$ cat src/rtl/cfg_spi_port_pkg.sv
package cfg_spi_port_pkg;

    typedef enum logic [2:0] {
        ST_IDLE,
        ST_MASTER,
        ST_SLAVE,
        ST_RUNON,
        ST_STOPPED
    } port_state_e;

    typedef enum logic [1:0] {
        ROLE_IDLE    = 2'd0,
        ROLE_MASTER  = 2'd1,
        ROLE_SLAVE   = 2'd2,
        ROLE_STOPPED = 2'd3
    } port_role_e;

endpackage

$ cat src/rtl/cfg_sync.sv
module cfg_sync #(
    parameter int   STAGES  = 2,
    parameter logic RST_VAL = 1'b0
) (
    input  logic clk,
    input  logic rst_n,
    input  logic d,
    output logic q
);
    logic [STAGES-1:0] sr;

    always_ff @(posedge clk or negedge rst_n) begin
        if (!rst_n) sr <= {STAGES{RST_VAL}};
        else        sr <= {sr[STAGES-2:0], d};
    end

    assign q = sr[STAGES-1];
endmodule

$ cat src/rtl/cfg_runon_cnt.sv
module cfg_runon_cnt #(
    parameter int RUN_ON = 100
) (
    input  logic                           clk,
    input  logic                           rst_n,
    input  logic                           load,
    input  logic                           run,
    output logic                           last,
    output logic [$clog2(RUN_ON+1)-1:0]    count
);
    localparam int CW = $clog2(RUN_ON + 1);
    localparam logic [CW-1:0] LOAD_VAL = CW'(RUN_ON);

    always_ff @(posedge clk or negedge rst_n) begin
        if (!rst_n)                    count <= '0;
        else if (load)                 count <= LOAD_VAL;
        else if (run && count != '0)   count <= count - 1'b1;
    end

    assign last = run && (count == CW'(1));

    AST_LOAD_FULL:    assert property (@(posedge clk) disable iff (!rst_n)
                          load |=> count == LOAD_VAL);
    AST_RUN_NONEMPTY: assert property (@(posedge clk) disable iff (!rst_n)
                          run |-> count != '0);
endmodule

$ cat src/rtl/cfg_port_fsm.sv
module cfg_port_fsm
    import cfg_spi_port_pkg::*;
(
    input  logic       clk,
    input  logic       rst_n,
    input  logic       strap_master,
    input  logic       persist,
    input  logic       init_pulse,
    input  logic       ssn_sync,
    input  logic       done_sync,
    input  logic       runon_last,
    output logic       runon_load,
    output logic       runon_run,
    output logic       cclk_run,
    output logic       cclk_oe,
    output logic       mcs_n,
    output logic       a_oe,
    output logic       b_oe,
    output logic       mst_en,
    output logic [1:0] role
);
    port_state_e state, nxt;
    logic        done_prev;
    logic        done_rise;

    assign done_rise  = done_sync && !done_prev;
    assign runon_load = (state == ST_MASTER) && ssn_sync && done_rise && !init_pulse;
    assign runon_run  = (state == ST_RUNON);

    always_comb begin
        nxt = state;
        if (init_pulse) begin
            nxt = (strap_master && ssn_sync) ? ST_MASTER : ST_SLAVE;
        end else begin
            unique case (state)
                ST_MASTER: begin
                    if (!ssn_sync)      nxt = ST_SLAVE;
                    else if (done_rise) nxt = ST_RUNON;
                end
                ST_SLAVE:  if (done_rise)  nxt = ST_STOPPED;
                ST_RUNON:  if (runon_last) nxt = ST_STOPPED;
                default:   nxt = state;
            endcase
        end
    end

    always_ff @(posedge clk or negedge rst_n) begin
        if (!rst_n) begin
            state     <= ST_IDLE;
            done_prev <= 1'b0;
        end else begin
            state     <= nxt;
            done_prev <= done_sync;
        end
    end

    always_comb begin
        cclk_run = 1'b0;
        cclk_oe  = 1'b0;
        mcs_n    = 1'b1;
        a_oe     = 1'b0;
        b_oe     = 1'b0;
        mst_en   = 1'b0;
        role     = ROLE_IDLE;
        unique case (state)
            ST_MASTER: begin
                role = ROLE_MASTER;
                if (ssn_sync) begin
                    cclk_run = 1'b1;
                    cclk_oe  = 1'b1;
                    mcs_n    = 1'b0;
                    a_oe     = 1'b1;
                    mst_en   = 1'b1;
                end else begin
                    b_oe = 1'b1;
                end
            end
            ST_SLAVE: begin
                role = ROLE_SLAVE;
                b_oe = !ssn_sync;
            end
            ST_RUNON: begin
                role     = ROLE_MASTER;
                cclk_run = 1'b1;
                cclk_oe  = 1'b1;
            end
            ST_STOPPED: begin
                role = ROLE_STOPPED;
                b_oe = persist && !ssn_sync;
            end
            default: role = ROLE_IDLE;
        endcase
    end

    AST_INIT_LEAVES_IDLE: assert property (@(posedge clk) disable iff (!rst_n)
                              init_pulse |=> (state == ST_MASTER || state == ST_SLAVE));
    AST_PREEMPT_SLAVE:    assert property (@(posedge clk) disable iff (!rst_n)
                              (state == ST_MASTER && !ssn_sync && !init_pulse) |=> state == ST_SLAVE);
    AST_RUNON_STOPS:      assert property (@(posedge clk) disable iff (!rst_n)
                              (state == ST_RUNON && runon_last && !init_pulse) |=> state == ST_STOPPED);
    AST_SLAVE_DONE_STOPS: assert property (@(posedge clk) disable iff (!rst_n)
                              (state == ST_SLAVE && done_rise && !init_pulse) |=> state == ST_STOPPED);
endmodule

$ cat src/rtl/cfg_spi_port_ctrl.sv
module cfg_spi_port_ctrl #(
    parameter int RUN_ON      = 100,
    parameter int SYNC_STAGES = 2
) (
    input  logic       clk_osc,
    input  logic       rst_n,
    input  logic       strap_master,
    input  logic       strap_cs_gpio,
    input  logic       persist,
    input  logic       init_pulse,
    input  logic       slv_sel_n,
    input  logic       done,
    input  logic       m_sdo,
    input  logic       s_sdo,
    output logic       cclk_o,
    output logic       cclk_oe,
    output logic       mcs_n_o,
    output logic       mcs_oe,
    output logic       pin_a_o,
    output logic       pin_a_oe,
    output logic       pin_b_o,
    output logic       pin_b_oe,
    output logic       mst_en,
    output logic [1:0] role
);
    localparam int CW = $clog2(RUN_ON + 1);

    if (RUN_ON < 100 || RUN_ON > 500) begin : g_bad_runon
        $error("RUN_ON must lie within 100 to 500");
    end

    logic          ssn_sync, done_sync;
    logic          runon_load, runon_run, runon_last;
    logic          cclk_run, mcs_n, a_oe, b_oe;
    logic          cclk_q;
    logic [CW-1:0] runon_count;

    cfg_sync #(.STAGES(SYNC_STAGES), .RST_VAL(1'b1)) u_sync_ssn (
        .clk(clk_osc), .rst_n(rst_n), .d(slv_sel_n), .q(ssn_sync));

    cfg_sync #(.STAGES(SYNC_STAGES), .RST_VAL(1'b0)) u_sync_done (
        .clk(clk_osc), .rst_n(rst_n), .d(done), .q(done_sync));

    cfg_runon_cnt #(.RUN_ON(RUN_ON)) u_runon (
        .clk(clk_osc), .rst_n(rst_n), .load(runon_load), .run(runon_run),
        .last(runon_last), .count(runon_count));

    cfg_port_fsm u_fsm (
        .clk(clk_osc), .rst_n(rst_n), .strap_master(strap_master),
        .persist(persist), .init_pulse(init_pulse), .ssn_sync(ssn_sync),
        .done_sync(done_sync), .runon_last(runon_last),
        .runon_load(runon_load), .runon_run(runon_run), .cclk_run(cclk_run),
        .cclk_oe(cclk_oe), .mcs_n(mcs_n), .a_oe(a_oe), .b_oe(b_oe),
        .mst_en(mst_en), .role(role));

    always_ff @(posedge clk_osc or negedge rst_n) begin
        if (!rst_n)        cclk_q <= 1'b0;
        else if (cclk_run) cclk_q <= ~cclk_q;
        else               cclk_q <= 1'b0;
    end

    assign cclk_o   = cclk_q;
    assign mcs_oe   = ~strap_cs_gpio;
    assign mcs_n_o  = mcs_n | strap_cs_gpio;
    assign pin_a_oe = a_oe;
    assign pin_a_o  = a_oe & m_sdo;
    assign pin_b_oe = b_oe;
    assign pin_b_o  = b_oe & s_sdo;

    AST_NO_DATA_CLASH:   assert property (@(posedge clk_osc) disable iff (!rst_n)
                             !(pin_a_oe && pin_b_oe));
    AST_NO_CS_AND_SLAVE: assert property (@(posedge clk_osc) disable iff (!rst_n)
                             (mcs_oe && !mcs_n_o) |-> !pin_b_oe);
    AST_CCLK_TOGGLES:    assert property (@(posedge clk_osc) disable iff (!rst_n)
                             (cclk_oe && $past(cclk_oe)) |-> (cclk_o != $past(cclk_o)));
    AST_CCLK_OFF_STOP:   assert property (@(posedge clk_osc) disable iff (!rst_n)
                             (role == 2'd3) |-> !cclk_oe);
endmodule

$ cat config.mk
export PLATFORM = sky130hd
export DESIGN_NAME = cfg_spi_port_ctrl
export DESIGN_NICKNAME = d
export VERILOG_FILES = /design/src/rtl/cfg_spi_port_pkg.sv /design/src/rtl/cfg_sync.sv /design/src/rtl/cfg_runon_cnt.sv /design/src/rtl/cfg_port_fsm.sv /design/src/rtl/cfg_spi_port_ctrl.sv
export SDC_FILE = /design/constraint.sdc
export NUM_CORES = 1
export LEC_CHECK = 0
export BUFFER_PORTS_ARGS = -buffer_cell sky130_fd_sc_hd__clkbuf_2
export CORE_MARGIN = 2
export CORE_UTILIZATION = 30
export CTS_BUF_LIST = sky130_fd_sc_hd__clkbuf_8
export DETAILED_ROUTE_END_ITERATION = 16
export PLACE_DENSITY = 0.51
export SYNTH_ARGS = -nofsm -noshare
export SYNTH_HDL_FRONTEND = slang
export SYNTH_SLANG_ARGS = --single-unit
$ cat constraint.sdc
create_clock -name clk_osc -period 2 [get_ports clk_osc]
set_input_delay 0.2 -clock clk_osc [delete_from_list [all_inputs] [get_ports clk_osc]]
set_output_delay 0.2 -clock clk_osc [all_outputs]
set_load 0.03 [all_outputs]
==> results of run 1 <==
[timing repair]
item	in CTS	in global routing
hold buffers	1	0
endpoints found under the setup margin	0	1
resized for setup	0	1
endpoints found under the hold margin	14	0
[routing by layer]
metal / share of wire / wire, µm / vias to the layer above / track usage
li1: - / - / 364 / -
met1: 0.48 / 828 / 333 / 0.139
met2: 0.46 / 799 / 20 / 0.193
met3: 0.049 / 85 / 2 / 0.0393
met4: 0.0098 / 17 / 0 / 0.0390
met5: 0 / 0 / - / 0
[worst reg2reg max path, delay by kind of cell, from the launching register on]
kind            cells  cell delay, ns
flops               1            0.42
mux                 1            0.21
fa+ha+maj           1            0.20
compound gates      1            0.47
buf+inv             1            0.09
simple gates        2            0.39
[logic make-up after synthesis]
| group | synth area share |
|---|---|
| AOI/OAI and AO/OA | 0.161 |
| DFF | 0.439 |
| xor gates and xnor gates | 0.00954 |
| and+or+nand+nor | 0.234 |
| muxes | 0.0450 |
| buffers and inverters | 0.0708 |
| adders and majority gates | 0.0409 |
[layout by cell type (no fill, tap or decap), types with 2 or more instances in the layout]
cell	synthesis	final
a211oi_1	2	2
a21o_1	3	3
a21oi_1	4	4
and2_1	2	2
clkbuf_2	0	20
clkbuf_8	0	4
dfrtp_1	14	13
dfstp_2	2	2
ha_1	3	3
inv_1	8	8
mux2i_1	3	3
nand2_1	9	9
nand2b_1	2	2
nand3_1	5	5
nor2_1	6	6
nor2b_1	3	3
nor3_1	2	2
o21ai_0	5	5
[path summary, 6_finish.rpt]
| kind | start | to | slack [ns] | depth (start not counted) |
|---|---|---|---|---|
| min in group asynchronous | rst_n | cclk_o | 0.41 | 2 |
| min reg2reg | u_sync_done.sr[0] | u_sync_done.sr[1] | 0.35 | 0 |
| max reg2reg | u_runon.count[0] | u_runon.count[3] | 0.14 | 6 |
| max | u_runon.count[0] | u_runon.count[3] | 0.14 | 6 |
| min | slv_sel_n | u_sync_ssn.sr[0] | 0.03 | 1 |
| max in group asynchronous | rst_n | u_sync_ssn.sr[1] | 1.27 | 2 |
[area by class of cell]
type	count	area (µm²)
multi-input combinational	64	457
inverter	8	30.0
fill	292	1870
clock buffer	4	55.1
tap	33	41.3
timing repair buffer	22	118
sequential	16	404
[registers in the layout (all words and copies together), names as in the netlist]
name             flops
u_runon.count        7
u_fsm.state          3
u_sync_done.sr       2
u_sync_ssn.sr        2
cclk_o               1
u_fsm.done_prev      1
[synthesized netlist by cell type (2+ instances only)]
cell type | instances | area share
nand2_1 | 9 | 0.037
nor2b_1 | 3 | 0.020
and2_1 | 2 | 0.014
nand2b_1 | 2 | 0.014
a211oi_1 | 2 | 0.016
dfrtp_1 | 14 | 0.38
a21oi_1 | 4 | 0.022
inv_1 | 8 | 0.033
ha_1 | 3 | 0.041
dfstp_2 | 2 | 0.057
nor2_1 | 6 | 0.025
buf_6 | 2 | 0.025
mux2i_1 | 3 | 0.033
a21o_1 | 3 | 0.025
nor3_1 | 2 | 0.011
nand3_1 | 5 | 0.027
o21ai_0 | 5 | 0.027
[per-stage QoR]
stage	setup WS (ns)	instances	hold slack, ns	total power, W
finish	0.137	147	0.0322	0.00145
global route	0.0172	147	0.0170	0.00159
CTS	0.132	147	0.0273	0.00147
detailed placement	0.129	142	0.152	0.00117
global placement	0.266	142	0.146	0.00115
floorplan	0.142	92	-0.0956	0.00103
[power by group]
group	internal [W]	switching, W
registers	0.000427	0.000146
logic	0.000235	0.000355
clock network	0.000175	0.000114
==> out/qor_table.md, run 1 <==
| Item | Reported |
|:---|:---|
| Number of distinct library cells after synthesis | 34 |
| Required time at the endpoint of the critical path | 2.17 ns |
| Number of placement rows | 20 |
| Standard cell core area | 2980 µm² |
| Yosys synthesis warning count | 0 |
| Async set-or-reset flop fraction in the synthesized netlist | 1.00 |
| Critical path start-end classification | reg -> reg |
| Die area | 3520 µm² |
| Height of the die | 59.3 µm |
| Mean cell area of the mapped netlist | 9.98 µm² |
| Total iterations of the first detailed-routing run | 4 |
| Clock transition at path regs | 0.06 ns |
| Number of setup violations in the final report | 0 |
| Number of DRC violations after detailed-routing iteration 0 | 48 |
| Worst path bufs/invs | 1 |
| Period minus WS final | 1.86 ns |
| Final design utilization | 0.371 |
| Count of vias placed by the detailed router | 719 |
| TritonCTS clock tree | built |
| Startpoint Class | flop |
| Slowest stage delay, CP | 0.46 ns |
| Fin crit share | 0.931 |
| Count of input and output buffers | 20 |
| CTS Root Cell | clkbuf_8 |
| RSZ-0062 raised after global routing | no |
| Endpoint kind of the worst setup timing path | flop |
| TritonCTS sink count | 16 |
| Largest net degree at the start of global routing | 17 |
| Routability Congestion | 0.802 |
| Maximum resistive drop on vdd | 0.552 mV |
| Number of DRC violations after detailed routing | 0 |
| Total count of hold-check failures in the final report | 0 |
| Ant. Diodes | 0 |
| Final Net Count | 128 |
| Number of flops mapped to enable cells by yosys | 0 |
| Relative slew margins | 0.726 |
| Most numerous cell on the critical path | nor2b_1 |
| Sequential element share of the synthesized area | 0.439 |
| Max cap viols | 0 |
| Placed cell area | 1040 µm² |
| Power density relative to cell area | 1310 nW/µm² |
| Global routing usage summed across all routing layers | 0.116 |
| Top Ports | 21 |
| Buffer depth of the longest clock path | 2 |
| H-Tree Depth | 1 |
| Finished Cell Area | 1100 µm² |
| Number of pins with negative max-slew slack in the final report | 0 |
| Top_reg_cell synth | dfrtp_1 |
| Setup bufs post-CTS | 0 |
| Cts bufs inserted | 3 |
| Number of antenna-violating nets in the routed design | 0 |
| Final clock skew | 0.00143 ns |
| Wire length per cell | 11.8 µm |
| Number of antenna violations at the first check in global routing | 0 |
| Data arrival time at the worst-slack endpoint | 2.03 ns |
| Sum of net half-perimeters after detailed placement | 1320 µm |
| Number of vias per cell after detailed routing | 4.89 |
| Area overhead of the layout relative to synthesis | 20.3% |
| Leak pwr | 0.534 nW |
| Global-route wire length before repair | 3040 µm |
| Number of cells produced by synthesis | 92 |
| Clock insertion delay at the later pin of the skew report | 0.25 ns |
| Status | finished clean |
| Effective utilization at floorplan | 0.308 |
| Total overflow reported by the global router | 0 |
| Critical-path cell list | inv_1, ha_1, nor2b_1, a2111oi_2, nor2b_1, mux2i_1 |
| Upper clock frequency limit | 537 MHz |
| Number of storage elements in the synthesis netlist | 16 |
| Fraction of final layout cells sized beyond drive strength 1 | 0.298 |
| Final total negative setup slack | 0 ns |
| Top fanout value on the critical path | 5 |
| Aggregate routed wire length | 1730 µm |
| Summed instance area of the synthesized netlist | 918 µm² |
| Critical path's slowest cell | a2111oi_2 |
| Crit-path leading delay family | compound AO/OA/AOI/OAI gates |
| Synthesized net count | 105 |
| Transition time of the tightest slew-check pin | 0.411 ns |
| Die Span X | 59.3 µm |
| Vias in the first global route | 676 |
| Hold Path Class | in -> reg |
Power figures use the tool's default switching activity.
==> run 2, diff against run 1 <==
CORE_MARGIN = unset   (was 2)
CORE_UTILIZATION = 55   (was 30)
PLACE_DENSITY = 0.83   (was 0.51)
==> run 2 against run 1 <==
Combinational power is 2% higher. Worst hold slack worse by 0.0021 ns. Final cell count is 12% lower. Non-clock buffer count is 1 lower. Clock power is 16% lower. Global-route usage is 11 points higher. First-iteration DRC count is 83% lower. Flip-flop and latch count stayed put. Worst setup slack better by 0.0015 ns. Critical path type is now reg -> out. Largest power group unchanged.
==> out/qor_table.md, run 2 (synthesis results as in run 1) <==
| Item | Reported | Change |
|:---|:---|:---|
| Status | finished clean |  |
| Storage cell area | 403 µm² | -0.31% |
| Endpoint kind of the worst setup timing path | primary output |  |
| Number of DRC violations after detailed-routing iteration 0 | 8 | -83% |
| Max FFs per register | 7 | unchanged |
| Relative slew margins | 0.741 | +0.0152 |
| Most common cell after layout, fill and taps aside | clkbuf_2 |  |
| Largest registers ranked by flip-flop count | u_runon.count: 7 flops, u_fsm.state: 3 flops |  |
| Required time at the endpoint of the critical path | 1.80 ns | -0.37 ns |
| H-Tree Depth | 1 | unchanged |
| Number of vias per cell after detailed routing | 5.77 | +18% |
| Ant. Diodes | 0 | unchanged |
| Crit-path leading delay family | flip-flops |  |
| Power density relative to cell area | 1330 nW/µm² | +1.3% |
| Fillcell total | 126 | -57% |
| Slowest stage delay, CP | 0.49 ns | +0.03 ns |
| Critical path's slowest cell | dfrtp_1 |  |
| Count of input and output buffers | 20 | unchanged |
| Die area | 1840 µm² | -48% |
| Startpoint of the most critical hold path | slv_sel_n |  |
| Number of antenna-violating nets in the routed design | 0 | unchanged |
| Total iterations of the first detailed-routing run | 4 | unchanged |
| Fin crit share | 0.931 | about the same |
| Standard cell core area | 1540 µm² | -48% |
| Total power of the final layout | 0.00142 W | -2.3% |
| Transition time of the tightest slew-check pin | 0.385 ns | -0.0257 ns |
| Top fanout value on the critical path | 9 | +4 |
| Number of pins with negative max-slew slack in the final report | 0 | unchanged |
| Top library cells by usage in the layout, fill and taps aside | 20 x clkbuf_2, 14 x dfrtp_1, 9 x nand2_1 |  |
| Number of antenna violations at the first check in global routing | 0 | unchanged |
| Effective utilization at floorplan | 0.596 | +0.287 |
| Height of the die | 42.9 µm | -28% |
| Number of DRC violations after detailed routing | 0 | unchanged |
| Number of setup violations in the final report | 0 | unchanged |
| Global routing usage summed across all routing layers | 0.226 | +0.110 |
| Die Span X | 42.9 µm | -28% |
| Critical Path Start | u_fsm.state[1] |  |
| Aggregate routed wire length | 1790 µm | +3.5% |
| Clock insertion delay at the later pin of the skew report | 0.25 ns | about the same |
| Period minus WS final | 1.86 ns | -0.00145 ns |
| Total overflow reported by the global router | 0 | unchanged |
| Data arrival time at the worst-slack endpoint | 1.66 ns | -0.37 ns |
| TritonCTS clock tree | built |  |
| Upper clock frequency limit | 537 MHz | about the same |
| Critical-path cell list | inv_2, nand3_1, a311oi_2, and2_1, clkbuf_2 |  |
| Buffer depth of the longest clock path | 2 | unchanged |
| Sum of net half-perimeters after detailed placement | 1360 µm | +3.0% |
| Clock transition at path regs | 0.06 ns | about the same |
| RSZ-0062 raised after global routing | no |  |
| Max cap viols | 0 | unchanged |
| Total count of hold-check failures in the final report | 0 | unchanged |
| Routability Congestion | 0.772 | -3.7% |
| Number of placement rows | 14 | -30% |
| CTS Root Cell | clkbuf_8 |  |
| Leak pwr | 0.526 nW | -1.4% |
| Multi-input combinational cell area | 457 µm² | unchanged |
| Top Ports | 21 | unchanged |
| Startpoint Class | flop |  |
| Cts bufs inserted | 3 | unchanged |
| Largest net degree at the start of global routing | 17 | unchanged |
| Maximum resistive drop on vdd | 0.736 mV | +33% |
| Vias in the first global route | 714 | +5.6% |
| Final clock skew | 0.00451 ns | +0.00308 ns |
| Fraction of final layout cells sized beyond drive strength 1 | 0.283 | -0.0151 |
| Area overhead of the layout relative to synthesis | 15.9% |  |
| Worst path bufs/invs | 2 | +1 |
| Global-route wire length before repair | 3050 µm | +0.23% |
| Wire length per cell | 13.9 µm | +18% |
| Beginning of the worst register-to-register path | u_runon.count[0] |  |
| Register with the most flip-flops | u_runon.count |  |
| Hold Path Class | in -> reg |  |
| Final Net Count | 127 | -0.78% |
| Final total negative setup slack | 0 ns | unchanged |
| Critical path start-end classification | reg -> out |  |
| TritonCTS sink count | 16 | unchanged |
| Count of vias placed by the detailed router | 744 | +3.5% |
[run 2: cell types whose count changed in the layout (fill, tap and decap cells not counted)]
cell,previous run,this run
dfrtp_2,1,0
inv_2,0,1
dfrtp_1,13,14
clkbuf_8,4,3
buf_4,1,0
[run 2: area by class of cell]
| class | count | share of cell area |
|---|---|---|
| multi-input combinational | 64 | 0.429 |
| sequential | 16 | 0.378 |
| timing repair buffer | 21 | 0.103 |
| clock buffer | 3 | 0.0388 |
| inverter | 8 | 0.0282 |
| tap | 16 | 0.0188 |
| clock inverter | 1 | 0.00353 |
[run 2: path summary, 6_finish.rpt]
check                      cells after the start  slack [ns]                end
max                                            5        0.14            pin_b_o
min                                            1        0.03   u_sync_ssn.sr[0]
max reg2reg                                    6        0.19   u_runon.count[3]
min reg2reg                                    0        0.35  u_sync_done.sr[1]
max in group asynchronous                      2        1.29   u_sync_ssn.sr[0]
min in group asynchronous                      2        0.39   u_runon.count[0]
[run 2: layer usage]
layer  vias up  global-route usage  part of all wire
li1        359                   -                 -
met1       363               0.278              0.42
met2        17               0.373              0.52
met3         5              0.0426             0.037
met4         0               0.119             0.022
met5         -                   0                 0
[run 2: metrics by stage]
stage / util / cell area, µm² / setup slack [ns] / hold slack (ns) / cells
after floorplan: - / 925 / 0.142 / -0.0956 / 92
after global placement: 0.655 / 1010 / 0.286 / 0.141 / 124
after detailed placement: 0.655 / 1010 / 0.196 / 0.140 / 124
after CTS: 0.691 / 1060 / 0.0634 / 0.0291 / 129
after global routing: 0.691 / 1060 / 0.0420 / 0.0328 / 129
final: 0.691 / 1060 / 0.139 / 0.0301 / 129
[run 2: power breakdown]
part           internal, W  leakage [nW]  total (W)  switching, W
combinational     0.000233         0.311   0.000602      0.000369
sequential        0.000425         0.188   0.000572      0.000147
clock             0.000136        0.0269   0.000244      0.000108
total             0.000795         0.526    0.00142      0.000623
[run 2: repair_timing]
| action | CTS | global route |
|---|---|---|
| resized for setup | 0 | 1 |
| hold endpoints to repair | 14 | 0 |
| hold buffers | 1 | 0 |
| endpoints found under the setup margin | 0 | 1 |
| setup buffers | 0 | 0 |
==> run 3, diff against run 2 <==
PLACE_DENSITY = 0.78   (was 0.83)
==> run 3 against run 2 <==
Global-route usage down 0.89 points. Count of clock-buffer cells in the layout increased by 1. Critical endpoint unchanged. Flip-flop and latch count stayed put. Register-to-register slack lost 0.03 ns. Sequential power is 2% higher. Largest power group unchanged. Critical path type unchanged. Maximum frequency is 0.24% lower. Worst hold slack improved by 0.0036 ns. Largest cell class unchanged. Combinational power hardly changed. Non-clock buffer count is the same.
==> out/qor_table.md, run 3 (synthesis results as in run 1) <==
| Item | Reported | Change |
|:---|:---|:---|
| Die area | 1840 µm² | unchanged |
| Number of setup violations in the final report | 0 | unchanged |
| Buffer depth of the longest clock path | 2 | unchanged |
| Crit Reg-Reg Endpoint | u_runon.count[3] |  |
| Hold Path Class | in -> reg |  |
| Period minus WS final | 1.87 ns | +0.00441 ns |
| Fraction of final layout cells sized beyond drive strength 1 | 0.283 | unchanged |
| Net load switching power | 0.000638 W | +2.4% |
| Power density relative to cell area | 1360 nW/µm² | +1.9% |
| Fin crit share | 0.933 | +0.00221 |
| Register with the most flip-flops | u_runon.count |  |
| Total overflow reported by the global router | 0 | unchanged |
| CTS Root Cell | clkbuf_8 |  |
| Number of placement rows | 14 | unchanged |
| Min Hold Slack | 0.0337 ns | +0.00362 ns |
| Met2 routed wirelength | 847 µm | -9.0% |
| Number of vias per cell after detailed routing | 5.64 | -2.2% |
| Startpoint of the most critical hold path | slv_sel_n |  |
| Final Net Count | 127 | unchanged |
| Topmost layer with routed signal wires | met4 |  |
| Count of vias placed by the detailed router | 728 | -2.2% |
| Worst path bufs/invs | 2 | unchanged |
| Count of input and output buffers | 20 | unchanged |
| Clock transition at path regs | 0.07 ns | about the same |
| Setup bufs post-CTS | 0 | unchanged |
| Die Span X | 42.9 µm | unchanged |
| Wire length per cell | 13.7 µm | -1.6% |
| Largest registers ranked by flip-flop count | u_runon.count: 7 flops, u_fsm.state: 3 flops |  |
| Status | finished clean |  |
| Max FFs per register | 7 | unchanged |
| Combinational fraction of design power | 0.410 | -0.015 |
| Standard cell core area | 1540 µm² | unchanged |
| Total count of hold-check failures in the final report | 0 | unchanged |
| Share of total power in sequential cells | 0.395 | -0.008 |
| Final total negative setup slack | 0 ns | unchanged |
| Most common cell after layout, fill and taps aside | clkbuf_2 |  |
| Largest net degree at the start of global routing | 17 | unchanged |
| Relative slew margins | 0.705 | -0.0364 |
| Flop-to-flop setup slack | 0.16 ns | -0.03 ns |
| Effective utilization at floorplan | 0.596 | unchanged |
| Maximum resistive drop on vdd | 0.808 mV | +9.8% |
| Wl on met1 | 809 µm | +7.4% |
| Beginning of the worst register-to-register path | u_runon.count[0] |  |
| Net Sw Frac | 0.433 | -0.00676 |
| Clock insertion delay at the later pin of the skew report | 0.25 ns | about the same |
| TritonCTS clock tree | built |  |
| Global-route wire length before repair | 2930 µm | -3.8% |
| Endpoint kind of the worst setup timing path | primary output |  |
| Final design utilization | 0.705 | +0.0146 |
| Total iterations of the first detailed-routing run | 4 | unchanged |
| Number of DRC violations after detailed-routing iteration 0 | 20 | +12 |
| Required time at the endpoint of the critical path | 1.80 ns | about the same |
| Routability Congestion | 0.825 | +6.8% |
| Number of pins with negative max-slew slack in the final report | 0 | unchanged |
| Global routing usage summed across all routing layers | 0.217 | -0.00885 |
| Critical path start-end classification | reg -> out |  |
| Final clock skew | 0.00259 ns | -0.00191 ns |
| R2r worst-path depth | 6 | unchanged |
| Internal portion of total power | 0.000837 W | +5.3% |
| Aggregate routed wire length | 1760 µm | -1.6% |
| Critical-path cell list | inv_1, nand3_1, a311oi_2, and2_1, clkbuf_2 |  |
| H-Tree Depth | 1 | unchanged |
| Area overhead of the layout relative to synthesis | 18.4% |  |
| Multi-input combinational cell area | 469 µm² | +2.7% |
| Data arrival time at the worst-slack endpoint | 1.67 ns | about the same |
| Max cap viols | 0 | unchanged |
| Fillcell total | 117 | -7.1% |
| Storage cell area | 403 µm² | unchanged |
| Detail Route met3 WL | 91 µm | +36% |
| Top Ports | 21 | unchanged |
| Slowest stage delay, CP | 0.49 ns | about the same |
| TritonCTS sink count | 16 | unchanged |
| Critical path's slowest cell | dfrtp_1 |  |
| RSZ-0062 raised after global routing | no |  |
| Crit-path leading delay family | flip-flops |  |
| Ant. Diodes | 0 | unchanged |
| Cts bufs inserted | 3 | unchanged |
| Clock network fraction of design power | 0.194 | +0.022 |
| Height of the die | 42.9 µm | unchanged |
| Leak pwr | 0.530 nW | +0.74% |
| Endpoint of the worst hold path | u_sync_ssn.sr[0] |  |
| Upper clock frequency limit | 536 MHz | -0.24% |
| Vias in the first global route | 637 | -11% |
| Top library cells by usage in the layout, fill and taps aside | 20 x clkbuf_2, 14 x dfrtp_1, 9 x nand2_1 |  |
| Number of antenna violations at the first check in global routing | 0 | unchanged |
| Number of antenna-violating nets in the routed design | 0 | unchanged |
| Worst Hold Depth | 1 | unchanged |
| Transition time of the tightest slew-check pin | 0.439 ns | +0.0542 ns |
| Startpoint Class | flop |  |
| Sum of net half-perimeters after detailed placement | 1260 µm | -7.6% |
| Number of DRC violations after detailed routing | 0 | unchanged |
| Top fanout value on the critical path | 9 | unchanged |
## run 3: cell types whose count changed in the layout (fill, tap and decap cells not counted), sizes merged
cell,delta
inv,-1
clkbuf,+1
## run 3: worst max path at each step
stage | from | end | slack [ns] | cells after the start
3_3_place_gp | u_runon.count[0] | u_runon.count[3] | 0.28 | 6
2_1_floorplan | u_fsm.state[1] | pin_b_o | 0.14 | 5
5_1_grt | u_fsm.state[1] | pin_b_o | 0.02 | 5
3_5_place_dp | u_runon.count[0] | u_runon.count[3] | 0.19 | 6
4_1_cts | u_runon.count[0] | u_runon.count[3] | 0.13 | 6
6_report | u_fsm.state[1] | pin_b_o | 0.13 | 5
## run 3: metal layers
metal  vias up  track usage
met1       346        0.297
met5         -            0
met4         0       0.0750
li1        357            -
met2        23        0.333
met3         2       0.0553
## run 3: cell type report
| type | count | share of cell area |
|---|---|---|
| Sequential cell | 16 | 0.371 |
| Clock buffer | 4 | 0.0506 |
| Timing Repair Buffer | 21 | 0.101 |
| Multi-Input combinational cell | 64 | 0.432 |
| Tap cell | 16 | 0.0184 |
| Inverter | 8 | 0.0276 |
## run 3: power by group through the flow
stage / Sequential, W / Clock (W) / Combinational [W]
5_1_grt: 0.000601 / 0.000305 / 0.000669
6_report: 0.000583 / 0.000287 / 0.000605
2_1_floorplan: 0.000543 / 0 / 0.000492
3_5_place_dp: 0.000577 / 0 / 0.000590
4_1_cts: 0.000576 / 0.000290 / 0.000595
3_3_place_gp: 0.000573 / 0 / 0.000569
## run 3: metrics by stage
| step | area [µm²] | setup WS [ns] | std cells | total power, W |
|---|---|---|---|---|
| detailed placement | 1010 | 0.185 | 124 | 0.00117 |
| global route | 1090 | 0.0219 | 129 | 0.00158 |
| finish | 1090 | 0.134 | 129 | 0.00147 |
| CTS | 1070 | 0.126 | 129 | 0.00146 |
| floorplan | 925 | 0.142 | 92 | 0.00103 |
| global placement | 1010 | 0.283 | 124 | 0.00114 |
## run 3: what timing repair did
item                                    CTS  global route
hold buffers                              1             0
resized for setup                         0             1
endpoints found under the hold margin    14             0
endpoints found under the setup margin    0             1
